### config.mk
export PLATFORM = sky130hd
export DESIGN_NAME = intc8_top
export DESIGN_NICKNAME = d
export VERILOG_FILES = /design/src/rtl/intc_pkg.sv /design/src/rtl/intc_mask_reg.sv /design/src/rtl/intc_arbiter.sv /design/src/rtl/intc_wait_ctl.sv /design/src/rtl/intc8_top.sv
export SDC_FILE = /design/constraint.sdc
export NUM_CORES = 1
export LEC_CHECK = 0
export ABC_AREA = 1
export BUFFER_PORTS_ARGS = -buffer_cell sky130_fd_sc_hd__buf_2
export CORE_ASPECT_RATIO = 1.4
export CORE_UTILIZATION = 47
export DETAILED_ROUTE_END_ITERATION = 8
export GPL_TIMING_DRIVEN = 0
export PLACE_DENSITY_LB_ADDON = 0.15
export SYNTH_ARGS = -nofsm -noshare
export SYNTH_HDL_FRONTEND = slang
export SYNTH_SLANG_ARGS = --single-unit
### constraint.sdc
create_clock -name clk -period 2.2 [get_ports clk]
set_input_delay 0.44 -clock clk [delete_from_list [all_inputs] [get_ports clk]]
set_output_delay 0.44 -clock clk [all_outputs]
set_load 0.1 [all_outputs]
### src/rtl/intc_pkg.sv
package intc_pkg;
  localparam int LINES = 8;
  localparam int IDX_W = $clog2(LINES);

  // Index of the lowest set bit; LINES when the vector is empty.
  function automatic logic [IDX_W:0] first_idx(input logic [LINES-1:0] v);
    logic [IDX_W:0] r;
    r = (IDX_W+1)'(LINES);
    for (int i = LINES - 1; i >= 0; i--) begin
      if (v[i]) r = (IDX_W+1)'(i);
    end
    return r;
  endfunction

  // Bits strictly below position idx set to one.
  function automatic logic [LINES-1:0] below_mask(input logic [IDX_W-1:0] idx);
    logic [LINES-1:0] r;
    for (int i = 0; i < LINES; i++) r[i] = (i < int'(idx));
    return r;
  endfunction

  // One-hot form of an index, zero when en is low.
  function automatic logic [LINES-1:0] onehot(input logic en, input logic [IDX_W-1:0] idx);
    logic [LINES-1:0] r;
    r = '0;
    if (en) r[idx] = 1'b1;
    return r;
  endfunction
endpackage

### src/rtl/intc_mask_reg.sv
module intc_mask_reg
  import intc_pkg::*;
#(
  parameter logic [LINES-1:0] MASK_RESET = '1,
  parameter bit               NMI_ON     = 1'b1,
  parameter bit               PRIV_MASK  = 1'b0
) (
  input  logic             clk,
  input  logic             rst_n,
  input  logic             wr_i,
  input  logic [LINES-1:0] data_i,
  input  logic             ibit_i,
  output logic [LINES-1:0] mask_o
);
  localparam logic [LINES-1:0] FORCE_BITS = {{(LINES-1){1'b0}}, NMI_ON};
  localparam logic [LINES-1:0] RST_VAL    = MASK_RESET | FORCE_BITS;

  logic [LINES-1:0] mask_q;
  logic             wr_ok;

  assign wr_ok = wr_i && (!PRIV_MASK || ibit_i);

  always_ff @(posedge clk or negedge rst_n) begin
    if (!rst_n)     mask_q <= RST_VAL;
    else if (wr_ok) mask_q <= data_i | FORCE_BITS;
  end

  assign mask_o = mask_q;

  generate
    if (NMI_ON) begin : g_nmi_chk
      assert_nmi_forced_R2: assert property (@(posedge clk) disable iff (!rst_n)
        mask_o[0]);
    end
    if (PRIV_MASK) begin : g_priv_chk
      assert_priv_write_R8: assert property (@(posedge clk) disable iff (!rst_n)
        (wr_i && !ibit_i) |=> $stable(mask_o));
    end
  endgenerate
endmodule

### src/rtl/intc_arbiter.sv
module intc_arbiter
  import intc_pkg::*;
#(
  parameter bit SEQ_MODE = 1'b0
) (
  input  logic             clk,
  input  logic             rst_n,
  input  logic [LINES-1:0] req_i,
  input  logic [LINES-1:0] mask_i,
  input  logic             ibit_i,
  input  logic             exit_i,
  output logic             take_o,
  output logic [IDX_W-1:0] vec_o
);
  logic [LINES-1:0] pend_q;
  logic [LINES-1:0] ins_q;
  logic [LINES-1:0] ready;
  logic [IDX_W:0]   win_idx;
  logic [IDX_W:0]   ins_top;
  logic             has_win;
  logic             prio_ok;
  logic             gate_ok;
  logic [LINES-1:0] take_vec;
  logic [LINES-1:0] exit_vec;

  assign ready    = pend_q & mask_i;
  assign win_idx  = first_idx(ready);
  assign ins_top  = first_idx(ins_q);
  assign has_win  = (win_idx != (IDX_W+1)'(LINES));
  assign prio_ok  = (win_idx < ins_top);
  assign gate_ok  = SEQ_MODE ? !ibit_i : prio_ok;
  assign take_o   = has_win && gate_ok;
  assign vec_o    = win_idx[IDX_W-1:0];
  assign take_vec = onehot(take_o, vec_o);
  assign exit_vec = onehot(exit_i && (ins_q != '0), ins_top[IDX_W-1:0]);

  always_ff @(posedge clk or negedge rst_n) begin
    if (!rst_n) begin
      pend_q <= '0;
      ins_q  <= '0;
    end else begin
      pend_q <= (pend_q & ~take_vec) | req_i;
      ins_q  <= (ins_q & ~exit_vec) | take_vec;
    end
  end

  assert_take_enabled_R3: assert property (@(posedge clk) disable iff (!rst_n)
    take_o |-> (mask_i[vec_o] && pend_q[vec_o]));

  assert_lowest_wins_R4: assert property (@(posedge clk) disable iff (!rst_n)
    take_o |-> ((ready & below_mask(vec_o)) == '0));

  assert_pend_cleared_R5: assert property (@(posedge clk) disable iff (!rst_n)
    (take_o && !req_i[vec_o]) |=> !pend_q[$past(vec_o)]);

  generate
    if (SEQ_MODE) begin : g_seq_chk
      assert_seq_block_R7: assert property (@(posedge clk) disable iff (!rst_n)
        ibit_i |-> !take_o);
    end else begin : g_nest_chk
      assert_nest_order_R6: assert property (@(posedge clk) disable iff (!rst_n)
        take_o |-> ((ins_q & below_mask(vec_o)) == '0) && !ins_q[vec_o]);
    end
  endgenerate
endmodule

### src/rtl/intc_wait_ctl.sv
module intc_wait_ctl #(
  parameter bit WAIT_HALTS  = 1'b0,
  parameter int IDLE_CYCLES = 5
) (
  input  logic clk,
  input  logic rst_n,
  input  logic wait_i,
  input  logic take_i,
  output logic halt_o
);
  localparam int CNT_W = $clog2(IDLE_CYCLES + 1);

  generate
    if (WAIT_HALTS) begin : g_halt
      logic halt_q;
      always_ff @(posedge clk or negedge rst_n) begin
        if (!rst_n) halt_q <= 1'b0;
        else        halt_q <= wait_i || (halt_q && !take_i);
      end
      assign halt_o = halt_q;

      assert_wake_on_take_R9: assert property (@(posedge clk) disable iff (!rst_n)
        (take_i && !wait_i) |=> !halt_o);
      assert_halt_entry_R9: assert property (@(posedge clk) disable iff (!rst_n)
        wait_i |=> halt_o);
    end else begin : g_idle
      logic [CNT_W-1:0] cnt_q;
      always_ff @(posedge clk or negedge rst_n) begin
        if (!rst_n)          cnt_q <= '0;
        else if (wait_i)     cnt_q <= CNT_W'(IDLE_CYCLES);
        else if (cnt_q != 0) cnt_q <= cnt_q - 1'b1;
      end
      assign halt_o = (cnt_q != '0);

      assert_idle_load_R10: assert property (@(posedge clk) disable iff (!rst_n)
        wait_i |=> (cnt_q == CNT_W'(IDLE_CYCLES)));
      assert_idle_bound_R10: assert property (@(posedge clk) disable iff (!rst_n)
        cnt_q <= CNT_W'(IDLE_CYCLES));
      // take_i only matters in halting mode; keep it referenced here.
      assert_idle_take_free_R10: assert property (@(posedge clk) disable iff (!rst_n)
        (take_i && !wait_i && cnt_q == '0) |=> !halt_o);
    end
  endgenerate
endmodule

### src/rtl/intc8_top.sv
module intc8_top
  import intc_pkg::*;
#(
  parameter logic [LINES-1:0] MASK_RESET  = '1,
  parameter bit               NMI_ON      = 1'b1,
  parameter bit               SEQ_MODE    = 1'b0,
  parameter bit               PRIV_MASK   = 1'b0,
  parameter bit               WAIT_HALTS  = 1'b0,
  parameter int               IDLE_CYCLES = 5
) (
  input  logic             clk,
  input  logic             rst_n,
  input  logic [LINES-1:0] req_i,
  input  logic             mask_wr_i,
  input  logic [LINES-1:0] mask_data_i,
  input  logic             ibit_i,
  input  logic             wait_req_i,
  input  logic             isr_exit_i,
  output logic             take_o,
  output logic [IDX_W-1:0] vec_o,
  output logic             halt_o,
  output logic [LINES-1:0] mask_o
);
  logic [LINES-1:0] mask_eff;
  logic             take_w;

  intc_mask_reg #(
    .MASK_RESET(MASK_RESET), .NMI_ON(NMI_ON), .PRIV_MASK(PRIV_MASK)
  ) u_mask (
    .clk(clk), .rst_n(rst_n), .wr_i(mask_wr_i), .data_i(mask_data_i),
    .ibit_i(ibit_i), .mask_o(mask_eff)
  );

  intc_arbiter #(.SEQ_MODE(SEQ_MODE)) u_arb (
    .clk(clk), .rst_n(rst_n), .req_i(req_i), .mask_i(mask_eff),
    .ibit_i(ibit_i), .exit_i(isr_exit_i), .take_o(take_w), .vec_o(vec_o)
  );

  intc_wait_ctl #(.WAIT_HALTS(WAIT_HALTS), .IDLE_CYCLES(IDLE_CYCLES)) u_wait (
    .clk(clk), .rst_n(rst_n), .wait_i(wait_req_i), .take_i(take_w),
    .halt_o(halt_o)
  );

  assign take_o = take_w;
  assign mask_o = mask_eff;
endmodule

Word-level counts from Yosys, hierarchy flattened
Index checks and enable logic that the tools add are counted.
{"block": "word_totals", "regBits": 26, "word_cells": 49}
{"block": "classes", "order_cmp": 5, "eq_ne": 1, "n_bitwise": 7, "n_addsub": 1, "n_mux": 24, "n_reduce_logical": 7}
{"operator": "two-way mux 4 bit", "count": 16}
{"operator": "bitwise AND 8 bit", "count": 3}
{"operator": "two-way mux 8 bit", "count": 2}
{"operator": "NOT 8 bit", "count": 2}
{"operator": "OR 8 bit", "count": 2}
{"operator": "< comparator 3 x 4 -> 1 bit (second input constant)", "count": 2}
{"operator": "nonzero test 8 bit", "count": 1}
{"operator": "demux 1 bit (select 3 bit)", "count": 2}
{"operator": "greater-or-equal comparator 3 x 1 -> 1 bit (second input constant)", "count": 2}
{"operator": "two-way mux 3 bit", "count": 2}
{"operator": "logical AND 1 bit", "count": 4}
{"operator": "< comparator 4 bit", "count": 1}
{"operator": "!= test 4 bit (second input constant)", "count": 1}
{"operator": "nonzero test 3 bit", "count": 1}
{"operator": "subtractor 3 x 1 -> 3 bit (second input constant)", "count": 1}
{"operator": "two-way mux 1 bit", "count": 2}
{"operator": "nonzero test 2 bit", "count": 1}

Longest topological paths before layout
Gate-level depths: netlist (run 1).
{"block": "depth", "depth_word": 17, "depth_mapped": 16}

Cells and area by module
A second synthesis (run 1) with hierarchy kept.
{"block": "unflattened", "hier_cells": 199, "hier_area_um2": 1446.4}
{"mod": "intc_arbiter", "instances": 1, "cells_each": 145, "area_per_inst_um2": 984.7}
{"mod": "intc_mask_reg", "instances": 1, "cells_each": 32, "area_per_inst_um2": 289.0}
{"mod": "intc_wait_ctl", "instances": 1, "cells_each": 22, "area_per_inst_um2": 172.7}

Worst setup path before layout (run 1)
OpenSTA, ideal clock, no wires.
{"block": "synth_timing", "kind": "register to output", "startpoint": "register u_mask.mask_q[4], in the netlist u_mask.mask_o[4]", "endpoint": "output take_o", "setup_slack_ns": -3.500, "n_path_buf": 0, "arrival_ns": 5.260, "path_stages_with_launch": 9, "cell_sequence": "dfstp_2 nand2_1 nand2_1 nor2_1 nor2_1 ha_1 nand2_1 inv_1 a21boi_0"}
{"block": "synth_via", "elab_chain_len": 8, "elab_cells_between_ends": 9}
{"item": "start, declared", "line_no": "intc_mask_reg.sv:18", "text": "logic [LINES-1:0] mask_q;"}
{"item": "start signal, assigned", "line_no": "intc_mask_reg.sv:25", "text": "else if (wr_ok) mask_q <= data_i | FORCE_BITS;"}
{"item": "bitwise AND 8 bit *", "line_no": "intc_arbiter.sv:26", "text": "assign ready = pend_q & mask_i;"}
{"item": "two-way mux 4 bit * (5 in a row)", "line_no": "intc_pkg.sv:10", "text": "if (v[i]) r = (IDX_W+1)'(i);"}
{"item": "net vec_o[2]", "line_no": "intc8_top.sv:20", "text": "output logic [IDX_W-1:0] vec_o,"}
{"item": "< comparator 4 bit / != test 4 bit (equally long branches)", "line_no": "intc_arbiter.sv:30, intc_arbiter.sv:29"}
{"item": "logical AND 1 bit *", "line_no": "intc_arbiter.sv:32", "text": "assign take_o = has_win && gate_ok;"}
{"item": "end, declared", "line_no": "intc8_top.sv:19", "text": "output logic take_o,"}
The timed path passes the listed nets; every way through them passes the cells marked *.

Final worst setup path (run 1)
{"block": "layout_timing", "startpoint": "register u_arb.pend_q[1]", "endpoint": "output take_o"}
{"block": "layout_via", "elab_chain_len": 5, "elab_cells_between_ends": 6}
{"item": "start, declared", "line_no": "intc_arbiter.sv:15", "text": "logic [LINES-1:0] pend_q;"}
{"item": "start signal, assigned", "line_no": "intc_arbiter.sv:42", "text": "pend_q <= (pend_q & ~take_vec) | req_i;"}
{"item": "bitwise AND 8 bit *", "line_no": "intc_arbiter.sv:26"}
{"item": "two-way mux 4 bit * (2 in a row)", "line_no": "intc_pkg.sv:10"}
{"item": "< comparator 4 bit / != test 4 bit (equally long branches)", "line_no": "intc_arbiter.sv:30, intc_arbiter.sv:29"}
{"item": "logical AND 1 bit *", "line_no": "intc_arbiter.sv:32"}
Mark *: on every way between the ends. The rest lies on a longest branch, timed or not.

==> metrics, run 1 <==
P per Cell Area=~1300 nW/um^2; Crit. End Element=primary output; synth unique cells=24; Die Y=between 60 and 70 um; layout cells sized above 1=43.5%; final WL=3300 um; Fillers=251; Syn Nets=~210; most frequent cells in the layout=46 x nand2_1, 27 x inv_1, 26 x buf_2; setup TNS=-474 ps; first-pass GRT wire length=around 5500 um; synthesis warning total=0; hold crit path type=in -> async; min cycle time layout=roughly 2700 ps; Setup-failing EPs final=2; worst slew pin tran=539 ps; Int Pwr=1340 uW; CTS Buffer Depth=2; routability cong.=roughly 0.8; Worst Path Required=approximately 1800 ps; Yosys reg bits=26; port buffer count=30; outcome=complete, but fails checks; CTS tree=yes; fin util=between 70% and 80%; Via Count=roughly 1.3k; Final Max Slew Viols=0; arrival time worst endpoint=around 2200 ps; area delta synth->final=41.3%; CTS buffer count=3; final hold vios=0; simple logic cell fraction of the synthesized area=27.4%; Synth Area in Compound Gates=7.04%; CTS Hold Bufs=0; Setup CP Type=reg -> out; Nets=260; sw power=roughly 1400 uW; RSZ-0062 raised after global routing=true; I/O pin cnt=35; initial core utilization=between 50 and 60%; overall power=~2700 uW; Final period util=121%; Iteration-0 DRC Markers=12; placed cell count=251; largest net degree at the start of global routing=27; combinational family with the most area after synthesis=simple AND/OR/NAND/NOR gates; drt drc=0; Gate Count Post-Synth=184; vias in the first global route=~1.3k; GRT overflow=0; Vias/cell=roughly 4.8; switching portion of total power=between 50% and 60%; Worst Setup Start Kind=register; Final Skew=roughly 4.2 ps; final std cells w/o fill=roughly 270; max-cap check violation count=0; Logic pwr share=63.2%; Clk Latency, worst-skew pair=about 270 ps; Rows=23; register area=slightly below 700 um^2; placed cell area=between 1500 and 2000 um^2; CTS root buffer=clkbuf_8; most common cell after layout, fill and taps aside=nand2_1; antenna violations before repair=0; WL per Instance=12.3 um; sequential share of power=26.9%; leakage=around 0.0010 uW; Avg Synthesized Cell Area=just under 8 um^2; adder-cell area share of the yosys netlist=4.34%; Clock transition at path regs=80 ps; Fmax=between 0.3 and 0.4 GHz; total core area=between 2000 and 3000 um^2; Initial DRT Pass Iterations=4; Peak VDD IR=~1.4 mV; final worst slack=-459 ps; Total GRT Usage=between 20% and 30%; Rel. slew slack=64.0%; critical-path maximum fanout=2; clock share of power=9.9%; Inserted Diodes=0; htree depth=1; Die Area=3290 um^2; mux cell area share after synthesis=under 10%; Final ANT Viol Nets=0; CTS sink cnt=26; Post-Synth XOR/XNOR Area=less than 1%; failing checks=setup timing; mapped cell area=roughly 1400 um^2; Multi-input gate area=about 800 um^2; Die W=between 40 and 50 um; HPWL Detailed=2470 um; design area=2030 um^2; sequential-to-total area share from yosys stat=approximately 46%
-- sequential cells by signal, indices dropped and copies added, names as in the netlist --
register	flops
u_mask.mask_o	7
u_arb.ins_q	8
u_wait.g_idle.cnt_q	3
u_arb.pend_q	8
-- synth_stat cells --
cell type / number / area share (%)
nand2_1: 60 / 16
inv_1: 31 / 8.1
nor2_1: 20 / 5.2
dfrtp_1: 19 / 33
nand3_1: 9 / 3.1
o21ai_0: 8 / 2.8
dfstp_2: 7 / 13
mux2_2: 7 / 5.5
ha_1: 5 / 4.3
a21oi_1: 2 / 0.70
nand2_2: 2 / 0.87
nor3_2: 2 / 1.4
a211oi_4: 1 / 1.4
a21boi_0: 1 / 0.52
a21oi_2: 1 / 0.61
buf_4: 1 / 0.52
clkbuf_1: 1 / 0.26
conb_1: 1 / 0.26
inv_2: 1 / 0.26
nand2_4: 1 / 0.78
nor3_1: 1 / 0.35
o21bai_1: 1 / 0.52
o31ai_1: 1 / 0.52
xnor2_1: 1 / 0.61
-- power by group through the flow --
stage	sequential, uW	clock, uW	combinational (uW)
after floorplan	807	0	1140
after global placement	722	0	1410
after detailed placement	732	0	1470
after CTS	725	275	1670
after global routing	751	296	1850
final	731	269	1720
-- worst max-delay path, cell delays in order (launching register included) --
cell and delay [ps]:
dfrtp_1 410, nand2_2 80, inv_2 50, nor3_4 200
inv_2 70, nor3_4 190, ha_4 250, a211oi_4 260
a21boi_4 230, buf_12 190
-- area by class of cell --
type	instances	share of cell area (%)
timing repair buffer	44	15.3
inverter	32	6.27
sequential	26	33.1
buffer	2	0.554
tap	37	2.28
clock buffer	4	2.21
multi-input combinational	124	40.3
-- through the flow --
step                worst slack [ps]  hold slack, ps
finish                          -459             146
global placement                -875             453
CTS                             -483             172
global route                    -548             196
detailed placement              -982             463
floorplan                      -1020             144
-- path summary, 6_finish.rpt --
path / startpoint / slack, ps / cells past startpoint / endpoint
max: u_arb.pend_q[1]$_DFF_PN0_ / -460 / 9 / take_o
min: rst_n / 150 / 1 / u_wait.g_idle.cnt_q[0]$_DFFE_PN0P_
max reg2reg: u_arb.pend_q[1]$_DFF_PN0_ / 100 / 11 / u_arb.pend_q[4]$_DFF_PN0_
min reg2reg: u_arb.pend_q[3]$_DFF_PN0_ / 500 / 2 / u_arb.pend_q[3]$_DFF_PN0_
max in group asynchronous: rst_n / 1680 / 1 / u_mask.mask_o[1]$_DFFE_PN1P_
min in group clk: req_i[4] / 350 / 3 / u_arb.pend_q[4]$_DFF_PN0_
-- logic make-up after synthesis --
group,Yosys count
adders and majority gates,5
AOI/OAI and AO/OA,15
DFF,26
xor gates and xnor gates,1
and+or+nand+nor,95
buffers and inverters,34
muxes,7
other,1
-- metal layers --
metal | vias up | routed length [um] | GRT usage [%]
met3 | 8 | 65 | 2.48
met4 | 0 | 88 | 14.0
met2 | 25 | 1910 | 44.1
li1 | 658 | - | -
met5 | - | 0 | 0
met1 | 600 | 1240 | 22.3
-- what timing repair did --
action / 4_1_cts / 5_1_grt
gates cloned: 0 / 0
pin swaps: 7 / 10
endpoints found under the setup margin: 19 / 19
gates resized for setup: 21 / 12
endpoints found under the hold margin: 0 / 0
buffers inserted: 10 / 5
No activity file was read; power rests on OpenSTA's default activity.
==> inputs of run 2 (changes only) <==
- RECOVER_POWER: not set -> 50
==> run 2 against run 1 <==
- the run still ends with setup timing left
- critical path depth is the same
- global-route usage is the same
- largest cell class unchanged
- final cell count is the same
==> metrics, run 2 (synthesis gave the netlist of run 1 again) <==
outcome=complete, but fails checks; failing checks=setup timing; P per Cell Area=1340 nW/um^2; sequential share of power=between 20% and 30%; Via Count=around 1.3k; CTS buffer count=3; layout cells sized above 1=43.1%; Crit. End Element=primary output; CTS Hold Bufs=0; CTS Buffer Depth=2; Setup-failing EPs final=2; overall power=roughly 2700 uW; Clk Latency, worst-skew pair=approximately 270 ps; leakage=0.00104 uW; CTS tree=yes; vias in the first global route=approximately 1.3k; first-pass GRT wire length=about 5500 um; Slowest cell on crit path=dfrtp_1; Die Y=slightly below 70 um; I/O pin cnt=35; Inserted Diodes=0; RSZ-0062 raised after global routing=true; worst hold path startpoint=req_i[4]; Die Area=between 3000 and 4000 um^2; Rows=23; largest net degree at the start of global routing=27; final worst slack=-459 ps; critical-path maximum fanout=2; Fmax=roughly 0.38 GHz; Final period util=121%; Iteration-0 DRC Markers=12; Final ANT Viol Nets=0; WL per Instance=12.3 um; drt drc=0; most common cell after layout, fill and taps aside=nand2_1; Rel. slew slack=13.6%; Setup CP Type=reg -> out; Peak VDD IR=1.42 mV; total core area=between 2000 and 3000 um^2; initial core utilization=50.0%; max-cap check violation count=0; hold crit path type=in -> reg; Final Max Slew Viols=0; routability cong.=0.813; final WL=3300 um; clock share of power=slightly below 10%; antenna violations before repair=0; min cycle time layout=2660 ps; area delta synth->final=41.2%; Final Skew=4.22 ps; port buffer count=30; CTS sink cnt=26; Crit path largest cell delay=around 410 ps; Total GRT Usage=about 22%; Worst Path Required=~1800 ps; arrival time worst endpoint=around 2200 ps; Initial DRT Pass Iterations=4; HPWL Detailed=approximately 2500 um; Logic pwr share=63.2%; CP Launch Point=u_arb.pend_q[1]$_DFF_PN0_; most frequent cells in the layout=46 x nand2_1, 27 x inv_1, 25 x buf_2; Vias/cell=~4.8; Int Pwr=roughly 1300 uW; worst slew pin tran=1300 ps; Min Hold Slack=approximately 350 ps; Die W=48.8 um; cells along the critical path=nand2_2 -> inv_2 -> nor3_4 -> inv_2 -> nor3_4 -> ha_4 -> a211oi_4 -> a21boi_4 -> buf_12; Worst Setup Start Kind=register; final hold vios=0; CTS root buffer=clkbuf_8; Clock transition at path regs=approximately 80 ps; GRT overflow=0; htree depth=1; RR Startpoint=u_arb.pend_q[1]$_DFF_PN0_; switching portion of total power=50.6%; Nets=260; sw power=between 1000 and 1500 uW
## run 2: timing repair
item,4_1_cts,5_1_grt
setup endpoints to repair,19,19
pin swaps,7,10
buffers inserted,10,5
gates resized for setup,21,12
## run 2: critical path: cells and delay by family (launching register included)
family | cells | cell delay, ps
flip-flops | 1 | 410
adder cells (fa/ha/maj) | 1 | 250
buffers and inverters | 3 | 310
AO/OA/AOI/OAI | 2 | 490
AND/OR/NAND/NOR | 3 | 470
## run 2: stage by stage
step                utilization [%]  instance area, um^2  setup WS, ps  instances  setup TNS, ps
finish                         70.7                 2030          -459        269           -474
global route                   70.7                 2030          -548        269           -740
CTS                            68.4                 1970          -483        265           -491
detailed placement             61.1                 1760          -982        251          -4600
global placement               61.1                 1760          -875        251          -2810
floorplan                         -                 1560         -1020        184          -7670
## run 2: per-layer routing
| layer | vias to the layer above | GRT usage (%) | routed length [um] |
|---|---|---|---|
| met5 | - | 0 | 0 |
| met4 | 0 | 14.0 | 88 |
| met3 | 8 | 2.48 | 66 |
| met2 | 25 | 44.1 | 1910 |
| met1 | 600 | 22.3 | 1240 |
| li1 | 658 | - | - |
## run 2: layout make-up
class	instances	area, um^2
plain buffers	2	11.3
clock buffers	4	45.0
fillers	249	845
inverters	32	128
multi-input cells	124	820
flip-flops and latches	26	674
well taps	37	46.3
repair buffers	44	309
## run 2: power by group through the flow
stage	sequential (uW)	combinational, uW	clock (uW)
floorplan	807	1140	0
global placement	722	1410	0
detailed placement	732	1470	0
CTS	725	1670	275
global route	751	1850	296
finish	731	1720	269
## run 2: worst paths after layout
| kind | end | slack (ps) | cells after the start |
|---|---|---|---|
| worst max-delay path | take_o | -460 | 9 |
| worst min-delay path | u_arb.pend_q[4]$_DFF_PN0_ | 350 | 3 |
| worst max register to register | u_arb.pend_q[4]$_DFF_PN0_ | 100 | 11 |
| worst min register to register | u_arb.pend_q[3]$_DFF_PN0_ | 500 | 2 |
| max in group asynchronous | u_wait.g_idle.cnt_q[1]$_DFFE_PN0P_ | 1000 | 1 |
| min in group asynchronous | u_wait.g_idle.cnt_q[0]$_DFFE_PN0P_ | 440 | 1 |
==> inputs of run 3 (changes only) <==
- RECOVER_POWER: 50 -> 25
- REMOVE_ABC_BUFFERS: not set -> 1
==> run 3 against run 2 <==
- the run still ends with setup timing left
- non-clock buffer count is 6 lower
- cell area is 8.7% lower
- flip-flop and latch count stayed put
- combinational power is 14% lower
- global-route usage is 2.8 points lower
- worst setup slack better by 79 ps
- routed wire length is 7.1% lower
- utilization is 6.1 points lower
- critical path type unchanged
- highest routed layer unchanged
==> metrics, run 3 (synthesis gave the netlist of run 1 again) <==
port buffer count=31; Crit path depth=10; Via Count=between 1k and 1.5k; hold crit path type=in -> reg; cells along the critical path=nand2_2 -> nand2_2 -> nor3_4 -> inv_2 -> buf_4 -> nor2_4 -> ha_2 -> a211oi_4 -> a21boi_4 -> buf_12; Iteration-0 DRC Markers=25; Setup-failing EPs final=1; leakage=0.00101 uW; RR Endpoint=u_arb.pend_q[7]$_DFF_PN0_; final WL=~3000 um; Clk Latency, worst-skew pair=roughly 260 ps; outcome=complete, but fails checks; CTS sink cnt=26; antenna violations before repair=0; Final Skew=3.78 ps; worst slew pin tran=1350 ps; worst hold path startpoint=req_i[4]; placed cell count=250; Worst Path Required=roughly 1800 ps; Worst Setup Start Kind=register; Final ANT Viol Nets=0; Min-Delay Endpoint=u_arb.pend_q[4]$_DFF_PN0_; drt drc=0; htree depth=1; Critical Path Most Common Cell=nand2_2; HPWL Detailed=about 2300 um; vias in the first global route=around 1.2k; Die Y=67.5 um; layout cells sized above 1=34.5%; CTS Buffer Depth=2; largest net degree at the start of global routing=27; Crit path largest cell delay=roughly 560 ps; Setup CP Type=reg -> out; reg2reg setup slack=around 200 ps; most common cell after layout, fill and taps aside=nand2_1; Final period util=117%; CTS buffer count=3; WL per Instance=~12 um; Crit path buffers/inverters=3; Rows=23; max-cap check violation count=0; final worst slack=-380 ps; Nets=between 200 and 300; Die W=approximately 49 um; Slowest cell on crit path=dfstp_2; RSZ-0062 raised after global routing=true; total core area=2880 um^2; min cycle time layout=around 2600 ps; setup TNS=-380 ps; placed cell area=between 1500 and 2000 um^2; failing checks=setup timing; Die Area=3290 um^2; Clock transition at path regs=about 90 ps; area delta synth->final=28.9%; GRT overflow=0; Peak VDD IR=1.50 mV; I/O pin cnt=35; final std cells w/o fill=between 200 and 300; Place WS=-747 ps; hold depth=3; CTS root buffer=clkbuf_8; Fmax=a little under 0.4 GHz; Rel. slew slack=under 10%; worst reg2reg path depth=12; arrival time worst endpoint=roughly 2100 ps; Total GRT Usage=19.5%; first-pass GRT wire length=4910 um; critical-path maximum fanout=3; Crit. End Element=primary output; Min Hold Slack=about 360 ps; initial core utilization=about half; most frequent cells in the layout=55 x nand2_1, 28 x inv_1, 26 x buf_2; family with the most delay on the worst path=flip-flops; Vias/cell=between 4 and 5; design area=roughly 1900 um^2; CTS Hold Bufs=0; Initial DRT Pass Iterations=4; P per Cell Area=1340 nW/um^2; Inserted Diodes=0; RR Startpoint=u_mask.mask_o[3]$_DFFE_PN1P_; routability cong.=a little over 0.8; Final Max Slew Viols=0; CTS tree=yes; final hold vios=0
==> run 3: power breakdown <==
| group | internal [uW] | switching, uW |
|---|---|---|
| Sequential | 615 | 103 |
| Combinational | 479 | 1000 |
| Clock | 159 | 137 |
| Total | 1250 | 1240 |
==> run 3: worst max-delay path by stage <==
stage                                            start  endpoint
after floorplan           u_mask.mask_o[4]$_DFFE_PN1P_    take_o
after global placement       u_arb.pend_q[1]$_DFF_PN0_    take_o
after detailed placement     u_arb.pend_q[1]$_DFF_PN0_    take_o
after CTS                    u_arb.pend_q[2]$_DFF_PN0_    take_o
after global routing         u_arb.pend_q[2]$_DFF_PN0_    take_o
final                     u_mask.mask_o[3]$_DFFE_PN1P_    take_o
==> run 3: area by class of cell <==
class / count / area (um^2)
multi-input combinational: 124 / 717
timing repair buffer: 40 / 256
inverter: 32 / 123
clock buffer: 4 / 55.1
sequential: 26 / 659
fill: 268 / 1020
tap: 37 / 46.3
==> run 3: stage by stage <==
stage               util, %  power [uW]
CTS                    61.7        2400
global route           64.5        2670
floorplan                 -        1610
finish                 64.5        2490
global placement       56.7        1920
detailed placement     56.7        1970
==> run 3: metal layers <==
layer	global-route usage, %	wire length, um	up-vias	share of wire (%)
met5	0	0	-	0
met4	8.46	38	0	1.2
met3	1.80	68	4	2.2
met2	41.8	1700	22	56
met1	18.4	1260	587	41
li1	-	-	641	-
==> run 3: worst reg2reg max path: cells and delay by family (launching register included) <==
family                     cells  cell delay [ps]
AOI/OAI and AO/OA              1              250
adders and majority gates      1              200
buffers and inverters          3              400
DFF                            1              560
and+or+nand+nor                7              500
==> run 3: timing repair <==
| action | 4_1_cts | 5_1_grt |
|---|---|---|
| pin swaps | 6 | 4 |
| gates resized for setup | 17 | 13 |
| setup buffers | 4 | 5 |
| setup endpoints to repair | 16 | 13 |
